File: src/rtl/ufc_pkg.sv
package ufc_pkg;

  typedef enum logic [1:0] {
    GS_IDLE   = 2'd0,
    GS_LEAD   = 2'd1,
    GS_FLIGHT = 2'd2,
    GS_GAP    = 2'd3
  } gate_st_e;

  typedef enum logic {
    RTS_RX_READY  = 1'b0,
    RTS_TX_ENABLE = 1'b1
  } rts_mode_e;

  // Pin level for a logical assertion: active_high=0 means active-low.
  function automatic logic pin_level(input logic asserted, input logic active_high);
    return ~(asserted ^ active_high);
  endfunction

endpackage

File: src/rtl/ufc_sync.sv
module ufc_sync #(
  parameter int STAGES = 2
) (
  input  logic clk,
  input  logic rst,
  input  logic rst_val,
  input  logic d,
  output logic q
);

  localparam int LAST = STAGES - 1;

  logic [LAST:0] chain;

  generate
    if (STAGES < 2) begin : g_bad_depth
      $error("ufc_sync needs at least two stages");
    end
  endgenerate

  always_ff @(posedge clk) begin
    if (rst) chain <= {STAGES{rst_val}};
    else     chain <= {chain[LAST-1:0], d};
  end

  assign q = chain[LAST];

endmodule

File: src/rtl/ufc_tx_gate.sv
module ufc_tx_gate
  import ufc_pkg::*;
(
  input  logic clk,
  input  logic rst,
  input  logic cts_ok,
  input  logic lead_en,
  input  logic tx_req,
  input  logic tx_done,
  output logic tx_start,
  output logic de_q,
  output logic de_nxt
);

  gate_st_e st_q, st_d;
  logic     start_q, start_d;

  always_comb begin
    st_d    = st_q;
    start_d = 1'b0;
    de_nxt  = de_q;
    unique case (st_q)
      GS_IDLE: begin
        if (tx_req && cts_ok) begin
          if (lead_en) begin
            st_d   = GS_LEAD;
            de_nxt = 1'b1;
          end else begin
            st_d    = GS_FLIGHT;
            start_d = 1'b1;
          end
        end
      end
      GS_LEAD: begin
        if (!tx_req) begin
          st_d   = GS_IDLE;
          de_nxt = 1'b0;
        end else if (cts_ok) begin
          st_d    = GS_FLIGHT;
          start_d = 1'b1;
        end
      end
      GS_FLIGHT: begin
        if (tx_done) begin
          if (tx_req && cts_ok) begin
            start_d = 1'b1;
          end else if (tx_req) begin
            st_d = GS_GAP;
          end else begin
            st_d   = GS_IDLE;
            de_nxt = 1'b0;
          end
        end
      end
      GS_GAP: begin
        if (!tx_req) begin
          st_d   = GS_IDLE;
          de_nxt = 1'b0;
        end else if (cts_ok) begin
          st_d    = GS_FLIGHT;
          start_d = 1'b1;
        end
      end
      default: begin
        st_d   = GS_IDLE;
        de_nxt = 1'b0;
      end
    endcase
  end

  always_ff @(posedge clk) begin
    if (rst) begin
      st_q    <= GS_IDLE;
      start_q <= 1'b0;
      de_q    <= 1'b0;
    end else begin
      st_q    <= st_d;
      start_q <= start_d;
      de_q    <= de_nxt;
    end
  end

  assign tx_start = start_q;

  // a grant only follows a cycle in which clear-to-send was usable
  p_start_needs_cts_r1: assert property (@(posedge clk) disable iff (rst)
    start_q |-> $past(cts_ok));

  // in driver-enable mode the enable was already on one cycle earlier
  p_lead_before_start_r4: assert property (@(posedge clk) disable iff (rst)
    (lead_en && start_q) |-> $past(de_q));

  // the enable drops only after a finished character or a withdrawn request
  p_de_drop_cause_r5: assert property (@(posedge clk) disable iff (rst)
    $fell(de_q) |-> $past(tx_done || !tx_req));

  // every grant is a single-cycle pulse
  p_single_pulse_r6: assert property (@(posedge clk) disable iff (rst)
    start_q |=> !start_q);

endmodule

File: src/rtl/ufc_rx_ready.sv
module ufc_rx_ready #(
  parameter int FREE_W = 6
) (
  input  logic              clk,
  input  logic              rst,
  input  logic [FREE_W-1:0] rx_free,
  input  logic [FREE_W-1:0] thresh,
  output logic              rdy_nxt
);

  logic rdy_q;

  always_comb begin
    rdy_nxt = rdy_q;
    if (rx_free < thresh)      rdy_nxt = 1'b0;
    else if (rx_free > thresh) rdy_nxt = 1'b1;
  end

  always_ff @(posedge clk) begin
    if (rst) rdy_q <= 1'b0;
    else     rdy_q <= rdy_nxt;
  end

  // ready falls only when space was below the threshold
  p_rdy_fall_r7: assert property (@(posedge clk) disable iff (rst)
    $fell(rdy_q) |-> $past(rx_free < thresh));

  // ready rises only when space was above the threshold
  p_rdy_rise_r7: assert property (@(posedge clk) disable iff (rst)
    $rose(rdy_q) |-> $past(rx_free > thresh));

endmodule

File: src/rtl/uart_flow_ctrl.sv
module uart_flow_ctrl
  import ufc_pkg::*;
#(
  parameter int SYNC_STAGES = 2,
  parameter int FREE_W      = 6
) (
  input  logic              clk,
  input  logic              rst,
  input  logic              cfg_fc_en,
  input  logic              cfg_rts_mode,
  input  logic              cfg_rts_pol,
  input  logic              cfg_cts_pol,
  input  logic [FREE_W-1:0] cfg_rx_thresh,
  input  logic [FREE_W-1:0] rx_free,
  input  logic              tx_req,
  input  logic              tx_done,
  output logic              tx_start,
  input  logic              cts_pin,
  output logic              rts_pin
);

  logic cts_raw_s;
  logic cts_ok;
  logic lead_en;
  logic de_q;
  logic de_nxt;
  logic rdy_nxt;
  logic rts_q;

  ufc_sync #(.STAGES(SYNC_STAGES)) u_cts_sync (
    .clk     (clk),
    .rst     (rst),
    .rst_val (~cfg_cts_pol),
    .d       (cts_pin),
    .q       (cts_raw_s)
  );

  assign cts_ok  = !cfg_fc_en || (cts_raw_s == cfg_cts_pol);
  assign lead_en = (cfg_rts_mode == RTS_TX_ENABLE);

  ufc_tx_gate u_gate (
    .clk      (clk),
    .rst      (rst),
    .cts_ok   (cts_ok),
    .lead_en  (lead_en),
    .tx_req   (tx_req),
    .tx_done  (tx_done),
    .tx_start (tx_start),
    .de_q     (de_q),
    .de_nxt   (de_nxt)
  );

  ufc_rx_ready #(.FREE_W(FREE_W)) u_rx_ready (
    .clk     (clk),
    .rst     (rst),
    .rx_free (rx_free),
    .thresh  (cfg_rx_thresh),
    .rdy_nxt (rdy_nxt)
  );

  always_ff @(posedge clk) begin
    if (rst) rts_q <= ~cfg_rts_pol;
    else     rts_q <= pin_level(lead_en ? de_nxt : rdy_nxt, cfg_rts_pol);
  end

  assign rts_pin = rts_q;

  // in driver-enable mode the pin mirrors only the transmitter enable
  p_rts_follows_tx_r8: assert property (@(posedge clk) disable iff (rst)
    (lead_en && $past(lead_en) && $stable(cfg_rts_pol))
      |-> (rts_pin == pin_level(de_q, cfg_rts_pol)));

endmodule

File: config.mk
export PLATFORM = sky130hd
export DESIGN_NAME = uart_flow_ctrl
export DESIGN_NICKNAME = d
export VERILOG_FILES = /design/src/rtl/ufc_pkg.sv /design/src/rtl/ufc_sync.sv /design/src/rtl/ufc_tx_gate.sv /design/src/rtl/ufc_rx_ready.sv /design/src/rtl/uart_flow_ctrl.sv
export SDC_FILE = /design/constraint.sdc
export NUM_CORES = 1
export LEC_CHECK = 0
export BUFFER_PORTS_ARGS = -buffer_cell sky130_fd_sc_hd__buf_2
export CORE_AREA = 2 2 39 41
export CTS_BUF_LIST = sky130_fd_sc_hd__clkbuf_2 sky130_fd_sc_hd__clkbuf_4 sky130_fd_sc_hd__clkbuf_8
export CTS_CLUSTER_SIZE = 14
export DETAILED_ROUTE_END_ITERATION = 6
export DIE_AREA = 0 0 41 43
export PLACE_DENSITY = 0.82
export RECOVER_POWER = 100
export SYNTH_ARGS = -nofsm -noshare
export SYNTH_HDL_FRONTEND = slang
export SYNTH_SLANG_ARGS = --single-unit
File: constraint.sdc
create_clock -name clk -period 3.5 [get_ports clk]
set_clock_uncertainty 0.05 [all_clocks]
set_input_delay 0.35 -clock clk [delete_from_list [all_inputs] [get_ports clk]]
set_output_delay 0.35 -clock clk [all_outputs]
set_load 0.05 [all_outputs]
-- Word-level counts from Yosys, hierarchy flattened
Cells that the tools add are included.
- magnitude comparators: 2
- equal/unequal tests: 8
- mux-type cells: 26
- bitwise logic cells: 4
- reduce and logical (&&, ||, !) cells: 6
- operator list (cell ; count):
    $mux W2 ; 8
    $mux W1 ; 15
    $gt A6 B6 Y1 ; 1
    $lt A6 B6 Y1 ; 1
    $pmux W1 S3 ; 2
    $pmux W2 S3 ; 1
    $eq A2 B2 Y1 const B ; 2
    $ne A2 B2 Y1 const B ; 2
    $reduce_and A4 Y1 ; 1
    $ne A3 B2 Y1 const B ; 1
    $not A1 Y1 ; 3
    $eq A2 B1 Y1 const B ; 1
    $logic_not A2 Y1 ; 1
    $ne A2 B1 Y1 const B ; 1
    $reduce_or A2 Y1 ; 1
    $eq A1 B1 Y1 ; 1
    $logic_and A1 B1 Y1 ; 1
    $logic_not A1 Y1 ; 1
    $logic_or A1 B1 Y1 ; 1
    $xor A1 B1 Y1 ; 1
- register bits: 8
- input bits: 21
- logic and storage cells: 52

-- Logic depth before layout (Yosys ltp)
Gate-level depths: netlist of run 1.
- depth in word-level cells: 10
- gate-level depth with buffers: 6

-- Cells and area by module
A second synthesis of run 1 with hierarchy kept.
- cells, all modules: 53
- area total of the unflattened synthesis: 508.0 um^2
- by module, submodules not included (module ; instances ; cells each ; area an instance (um^2) ; seq. area each (um^2)):
    ufc_rx_ready ; 1 ; 23 ; 207.7 ; 20.0
    ufc_tx_gate ; 1 ; 19 ; 178.9 ; 80.1
    ufc_sync ; 1 ; 4 ; 62.6 ; 40.0
    uart_flow_ctrl ; 1 ; 7 ; 58.8 ; 20.0

-- Worst setup path after synthesis of run 1
OpenSTA, ideal clock, no wires.
- kind: input port to flip-flop
- from: in cfg_rx_thresh[5]
- to: reg rts_q (netlist: rts_pin)
- data arrival time: 1.264 ns
- data required time: 3.310 ns
- setup slack: 2.046 ns
- stages on the path: 6
- buffers on the path: 0
- cells stage by stage: inv_1 ha_1 nand4_1 o31a_1 o311ai_0 nand4_1
- word-level cells in the longest chain between the ends: 7
- elaborated cells between the ends (all ways): 8
- ends and longest elaborated chain (item ; line ; source):
    start, declared ; uart_flow_ctrl.sv:13 ; input logic [FREE_W-1:0] cfg_rx_thresh,
    $gt A6 B6 Y1 ; ufc_rx_ready.sv:16 ; else if (rx_free > thresh) rdy_nxt = 1'b1;
    $mux W1 ; ufc_rx_ready.sv:16 ;
    $mux W1 * ; ufc_rx_ready.sv:15 ; if (rx_free < thresh) rdy_nxt = 1'b0;
    $mux W1 * ; uart_flow_ctrl.sv:63 ; else rts_q <= pin_level(lead_en ? de_nxt : rdy_nxt, cfg_rts_pol);
    $xor A1 B1 Y1 * ; ufc_pkg.sv:17 ; return ~(asserted ^ active_high);
    $not A1 Y1 * ; ufc_pkg.sv:17 ;
    $mux W1 * ; uart_flow_ctrl.sv:62 ; if (rst) rts_q <= ~cfg_rts_pol;
    end signal, assigned ; uart_flow_ctrl.sv:62 ;
    end signal, assigned ; uart_flow_ctrl.sv:63 ;
    end, declared ; uart_flow_ctrl.sv:28 ; logic rts_q;
Every way passes the cells marked *; elsewhere a longest branch is shown, timed or not.
A chain may end at the register's enable or synchronous reset.

-- Final worst setup path of run 1
- from: reg rts_q (netlist: rts_pin)
- to: out rts_pin
- RTL lines (item ; line ; source):
    end, declared ; uart_flow_ctrl.sv:19 ; output logic rts_pin
No word-level cell between the ends.

==> metrics, run 1 <==
EDFF count, synth 0; clock sink count 8; post-route setup slack 2.09 ns; Yosys reg bits 8; vias in the first global route 495; vias per inst 4.96; Combinational Power Share 0.274; initial antenna violation count 0; GR Overflow Total 0; CP top delay family buffers and inverters; CTS Hold Bufs 0; P_int 167 uW; ANT nets after route 0; fin crit period 1.41 ns; Root Driver clkbuf_4; Synth area leader dfxtp_1; Static Leakage 0.000340 uW; Arr. time, crit path 1.01 ns; Register Area 160 um2; crit path kind reg -> out; Peak Freq 708 MHz; H-Tree Depth 1; Synthesis Warnings 0; CP startpoint kind register; CP Max Fanout 1; slew margin rel. 0.603; Routed WL 1.05 mm; cells along the critical path clkbuf_1; Cells after Synth 67; PwrDens 339 nW/um2; chip width 41 um; drt wl/cell 9.79 um; TritonRoute pass-1 iters 4; top cells by count, synth inv_1, dfxtp_1, ha_1; dpl hpwl 882 um; first-pass GRT wire length 1.68 mm; # IOs 23; Core Region 1380 um2; clock latency on the worst-skew pair 0.24 ns; Worst-path clk slew 0.05 ns; Sw Ratio 0.287; final worst-path cycle share 0.403; Hold/Removal Path Class in -> reg; die area 1760 um2; post-route cell area 688 um2; Inserted Diodes 0; ys flop type dfxtp_1; Setup Buffers After CTS 0; Max Cap Viol 0; Post-Syn Area 543 um2; share of cells above drive strength 1 0.253; Cell Rows 14; Net Switching 67.0 uW; total CTS buffers 3; Layout fillers 142; Clock power frac 0.282; CP Capture Type primary output; PortBufs 22; RSZ-0062 raised after global routing no; Hold Violations, Final 0; synth top area cells dfxtp_1, ha_1, inv_1; setup violators final 0; Post-Syn Nets 94; largest stage delay on the critical path 0.47 ns; status finished, final reports clean; CTS tree yes; DP Area 669 um2; Via Count 531; Reg power frac 0.444; post-synth top area share 0.295; worst slew pin tran 0.598 ns; setup TNS 0 ns; Place WS 1.87 ns; area of the multi-input gates 334 um2; Die H 43 um; Area growth syn-to-layout 26.7%; Tot GR Track Use 0.138; Synth cell types 28; CP bufs+invs 1; Seq/Total Area, Yosys 0.295; Worst path slowest cell clkbuf_1; nets@finish 120; Initial Util 0.392; GPL Wtd Cong 0.739; async set-reset flop share out of synthesis 0; DRC Markers 0; CTS resizes 0; count leader, synth inv_1; final slew viol count 0; largest net degree at the start of global routing 11; 1st-iter DRT viols 13; Max VDD drop 0.180 mV; synthesized area per cell 8.10 um2; worst path required time 3.10 ns; Longest Clk Path Bufs 2
[routing by layer]
| layer | track usage | vias up | wire length, um |
|---|---|---|---|
| li1 | - | 286 | - |
| met1 | 0.134 | 226 | 468 |
| met2 | 0.244 | 19 | 487 |
| met3 | 0.0628 | 0 | 91 |
| met4 | 0.0400 | 0 | 0 |
| met5 | 0 | - | 0 |
[worst min-delay path: stages]
cell and delay, ns:
buf_2 0.09, inv_1 0.04, o21ai_0 0.07
[placed cells by master, fill, tap and decap left out, drive strengths merged]
cell,synthesis,layout
o211ai,1,1
a211o,1,1
nor3,1,1
dfxtp,8,8
a21boi,1,1
buf,0,19
o2111ai,1,1
nor3b,1,1
a21o,1,1
o21a,1,1
nand2b,2,2
o311ai,2,2
or2,1,1
o32a,1,1
nand2,3,3
nand3b,1,1
nor2,4,4
o21ai,4,4
o21bai,1,1
a21oi,5,5
xnor2,1,1
clkbuf,1,6
ha,6,6
o31a,3,3
nor2b,1,1
nand4,2,2
inv,12,12
and2b,1,1
[cells by family (layout without fill, tap and decap cells)]
family	Yosys count	in the layout	synth area share
AO/OA/AOI/OAI	22	22	0.283
AND/OR/NAND/NOR	17	17	0.177
buffers and inverters	13	37	0.0898
flip-flops	8	8	0.295
adder cells (fa/ha/maj)	6	6	0.138
XOR/XNOR	1	1	0.0161
[final timing paths]
kind / from / end / slack (ns) / cells past startpoint
max: rts_pin$_DFF_P_ / rts_pin / 2.09 / 1
min: cts_pin / u_cts_sync.chain[0]$_DFF_P_ / 0.31 / 3
max reg2reg: u_cts_sync.chain[1]$_DFF_P_ / u_gate.st_q[1]$_SDFFE_PP0P_ / 2.13 / 4
min reg2reg: u_cts_sync.chain[0]$_DFF_P_ / u_cts_sync.chain[1]$_DFF_P_ / 0.39 / 2
[stage by stage]
stage,total power [uW],hold WS (ns),instances,util
after global placement,169,0.381,104,0.484
after global routing,253,0.316,107,0.497
after floorplan,149,0.365,67,-
after CTS,240,0.305,107,0.500
final,234,0.315,107,0.497
after detailed placement,171,0.381,104,0.484
[sequential cells by signal, summed over array words and instances, names as in the netlist]
register and count:
u_cts_sync.chain 2, u_gate.st_q 2, u_rx_ready.rdy_q 1, u_gate.tx_start 1, rts_pin 1, u_gate.de_q 1
[power by group through the flow]
stage          clock, uW  sequential [uW]  combinational (uW)
3_3_place_gp           0              105                64.0
2_1_floorplan          0              113                35.6
6_report            65.9              104                64.0
5_1_grt             75.9              105                72.8
3_5_place_dp           0              105                65.3
4_1_cts             70.8              104                65.6
[layout make-up]
type	instances	area share
repair buffers	22	0.155
clock buffers	3	0.0327
inverters	12	0.0655
multi-input cells	46	0.485
flip-flops and latches	8	0.233
well taps	16	0.0291
Power figures use the tool's default switching activity.
==> run 2: changes to the inputs <==
--- a/config.mk
+++ b/config.mk
@@ -11,7 +11,7 @@
 export CTS_CLUSTER_SIZE = 14
 export DETAILED_ROUTE_END_ITERATION = 6
 export DIE_AREA = 0 0 41 43
-export PLACE_DENSITY = 0.82
+export PLACE_DENSITY = 0.85
 export RECOVER_POWER = 100
 export SYNTH_ARGS = -nofsm -noshare
 export SYNTH_HDL_FRONTEND = slang
==> constraint.sdc (replaced) <==
create_clock -name clk -period 1.28 [get_ports clk]
set_clock_uncertainty 0.05 [all_clocks]
set_input_delay 0.128 -clock clk [delete_from_list [all_inputs] [get_ports clk]]
set_output_delay 0.128 -clock clk [all_outputs]
set_load 0.05 [all_outputs]
==> metrics, run 2 (synthesis results as in run 1) <==
Root Driver clkbuf_4; H-Tree Depth 1 (unchanged); Longest Clk Path Bufs 2 (unchanged); fin crit period 1.22 ns; Inserted Diodes 0 (unchanged); Die H 43 um (unchanged); P_int 468 uW (+180%); setup violators final 0 (unchanged); Peak Freq 822 MHz; Hold/Removal Path Class in -> reg; total CTS buffers 3 (unchanged); hold_ws 0.0831 ns (-0.231 ns); Core Util, Final 0.521 (+0.0235); share of cells above drive strength 1 0.323 (+0.0698); clock sink count 8 (unchanged); Via Count 565 (+6.4%); Hold Violations, Final 0 (unchanged); largest registers u_cts_sync.chain (2), u_gate.st_q (2); DP Area 669 um2 (unchanged); Routed WL 1.18 mm (+12%); worst path required time 1.42 ns (-1.68 ns); DR top layer met4; Tot GR Track Use 0.143 (+0.00446); Worst-path clk slew 0.05 ns (about the same); Area growth syn-to-layout 32.7%; nets@finish 122 (+1.7%); Clock power frac 0.276 (-0.006); status finished, final reports clean; Cell Rows 14 (unchanged); GR Overflow Total 0 (unchanged); Detail Route met2 WL 575 um (+18%); CTS tree yes; reg2reg setup slack 0.06 ns (-2.07 ns); Max VDD drop 0.571 mV (+220%); most common cell after layout, fill and taps aside buf_2; vias per inst 5.18 (+4.5%); final slew viol count 0 (unchanged); DRC Markers 0 (unchanged); TritonRoute pass-1 iters 4 (unchanged); PortBufs 22 (unchanged); met1 wire length 474 um (+1.3%); worst slew pin tran 0.382 ns (-0.217 ns); CTS Hold Bufs 0 (unchanged); dpl hpwl 927 um (+5.1%); clock latency on the worst-skew pair 0.25 ns (about the same); GPL Wtd Cong 0.703 (-4.9%); crit path kind reg -> reg; Reg power frac 0.431 (-0.013); Core Region 1380 um2 (unchanged); post-route cell area 721 um2 (+4.7%); first-pass GRT wire length 1.68 mm (unchanged); CP Max Fanout 3 (+2); die area 1760 um2 (unchanged); chip width 41 um (unchanged); Arr. time, crit path 1.35 ns (+0.34 ns); PwrDens 922 nW/um2 (+170%); initial antenna violation count 0 (unchanged); metal3 WL 110 um (+21%); Initial Util 0.392 (unchanged); ANT nets after route 0 (unchanged); final worst-path cycle share 0.950; Net Switching 197 uW (+190%); Combinational Power Share 0.293 (+0.019); slew margin rel. 0.746 (+0.143); vias in the first global route 485 (-2.0%); CP startpoint kind register; most frequent cells in the layout buf_2, inv_1, dfxtp_1; drt wl/cell 10.8 um (+10%); Sw Ratio 0.296 (+0.00973); CP Capture Type register; 1st-iter DRT viols 5 (-8); # IOs 23 (unchanged); Max Cap Viol 0 (unchanged); largest net degree at the start of global routing 11 (unchanged); Static Leakage 0.000365 uW (+7.3%)
[run 2: changes by cell type in the layout (fill, tap and decap cells not counted), sizes merged]
cell / before / now
buf: 19 / 21
[run 2: critical path, cell delays in order (launching register included)]
cell and delay, ns:
dfxtp_1 0.33, nor3b_2 0.24, o211ai_1 0.17, a211o_1 0.29, nand4_1 0.08
[run 2: power by group through the flow]
stage	Sequential (uW)	Clock (uW)	Combinational [uW]
after global routing	288	204	217
final	287	184	195
after floorplan	309	0	97.3
after detailed placement	289	0	180
after CTS	285	191	184
after global placement	288	0	174
[run 2: layer usage]
metal | vias up | track usage
met4 | 0 | 0.0800
met5 | - | 0
met2 | 25 | 0.222
met1 | 244 | 0.145
li1 | 292 | -
met3 | 4 | 0.0733
[run 2: repair_timing]
action	in CTS	in global routing
buffers inserted	0	2
pin swaps	0	2
resized for setup	2	4
endpoints found under the setup margin	2	2
[run 2: per-stage QoR]
step,TNS (ns),instances,total power [uW],setup slack [ns]
global placement,-0.0890,104,462,-0.0890
detailed placement,-0.113,104,469,-0.113
finish,0,109,665,0.0642
CTS,0,107,660,0.0587
floorplan,0,67,407,0.0479
global route,-0.00524,109,709,-0.00524
[run 2: worst paths after layout]
kind                                     from                     endpoint  depth (start not counted)
hold / removal                        cts_pin  u_cts_sync.chain[0]$_DFF_P_                          3
hold reg to reg   u_cts_sync.chain[0]$_DFF_P_  u_cts_sync.chain[1]$_DFF_P_                          2
setup / recovery  u_gate.st_q[0]$_SDFFE_PP0P_              rts_pin$_DFF_P_                          4
setup reg to reg  u_gate.st_q[0]$_SDFFE_PP0P_              rts_pin$_DFF_P_                          4
[run 2: cell type report]
type,instances,area [um2]
multi-input cells,46,349
clock buffers,3,22.5
flip-flops and latches,8,160
repair buffers,24,124
inverters,12,45.0
fillers,142,663
well taps,16,20.0
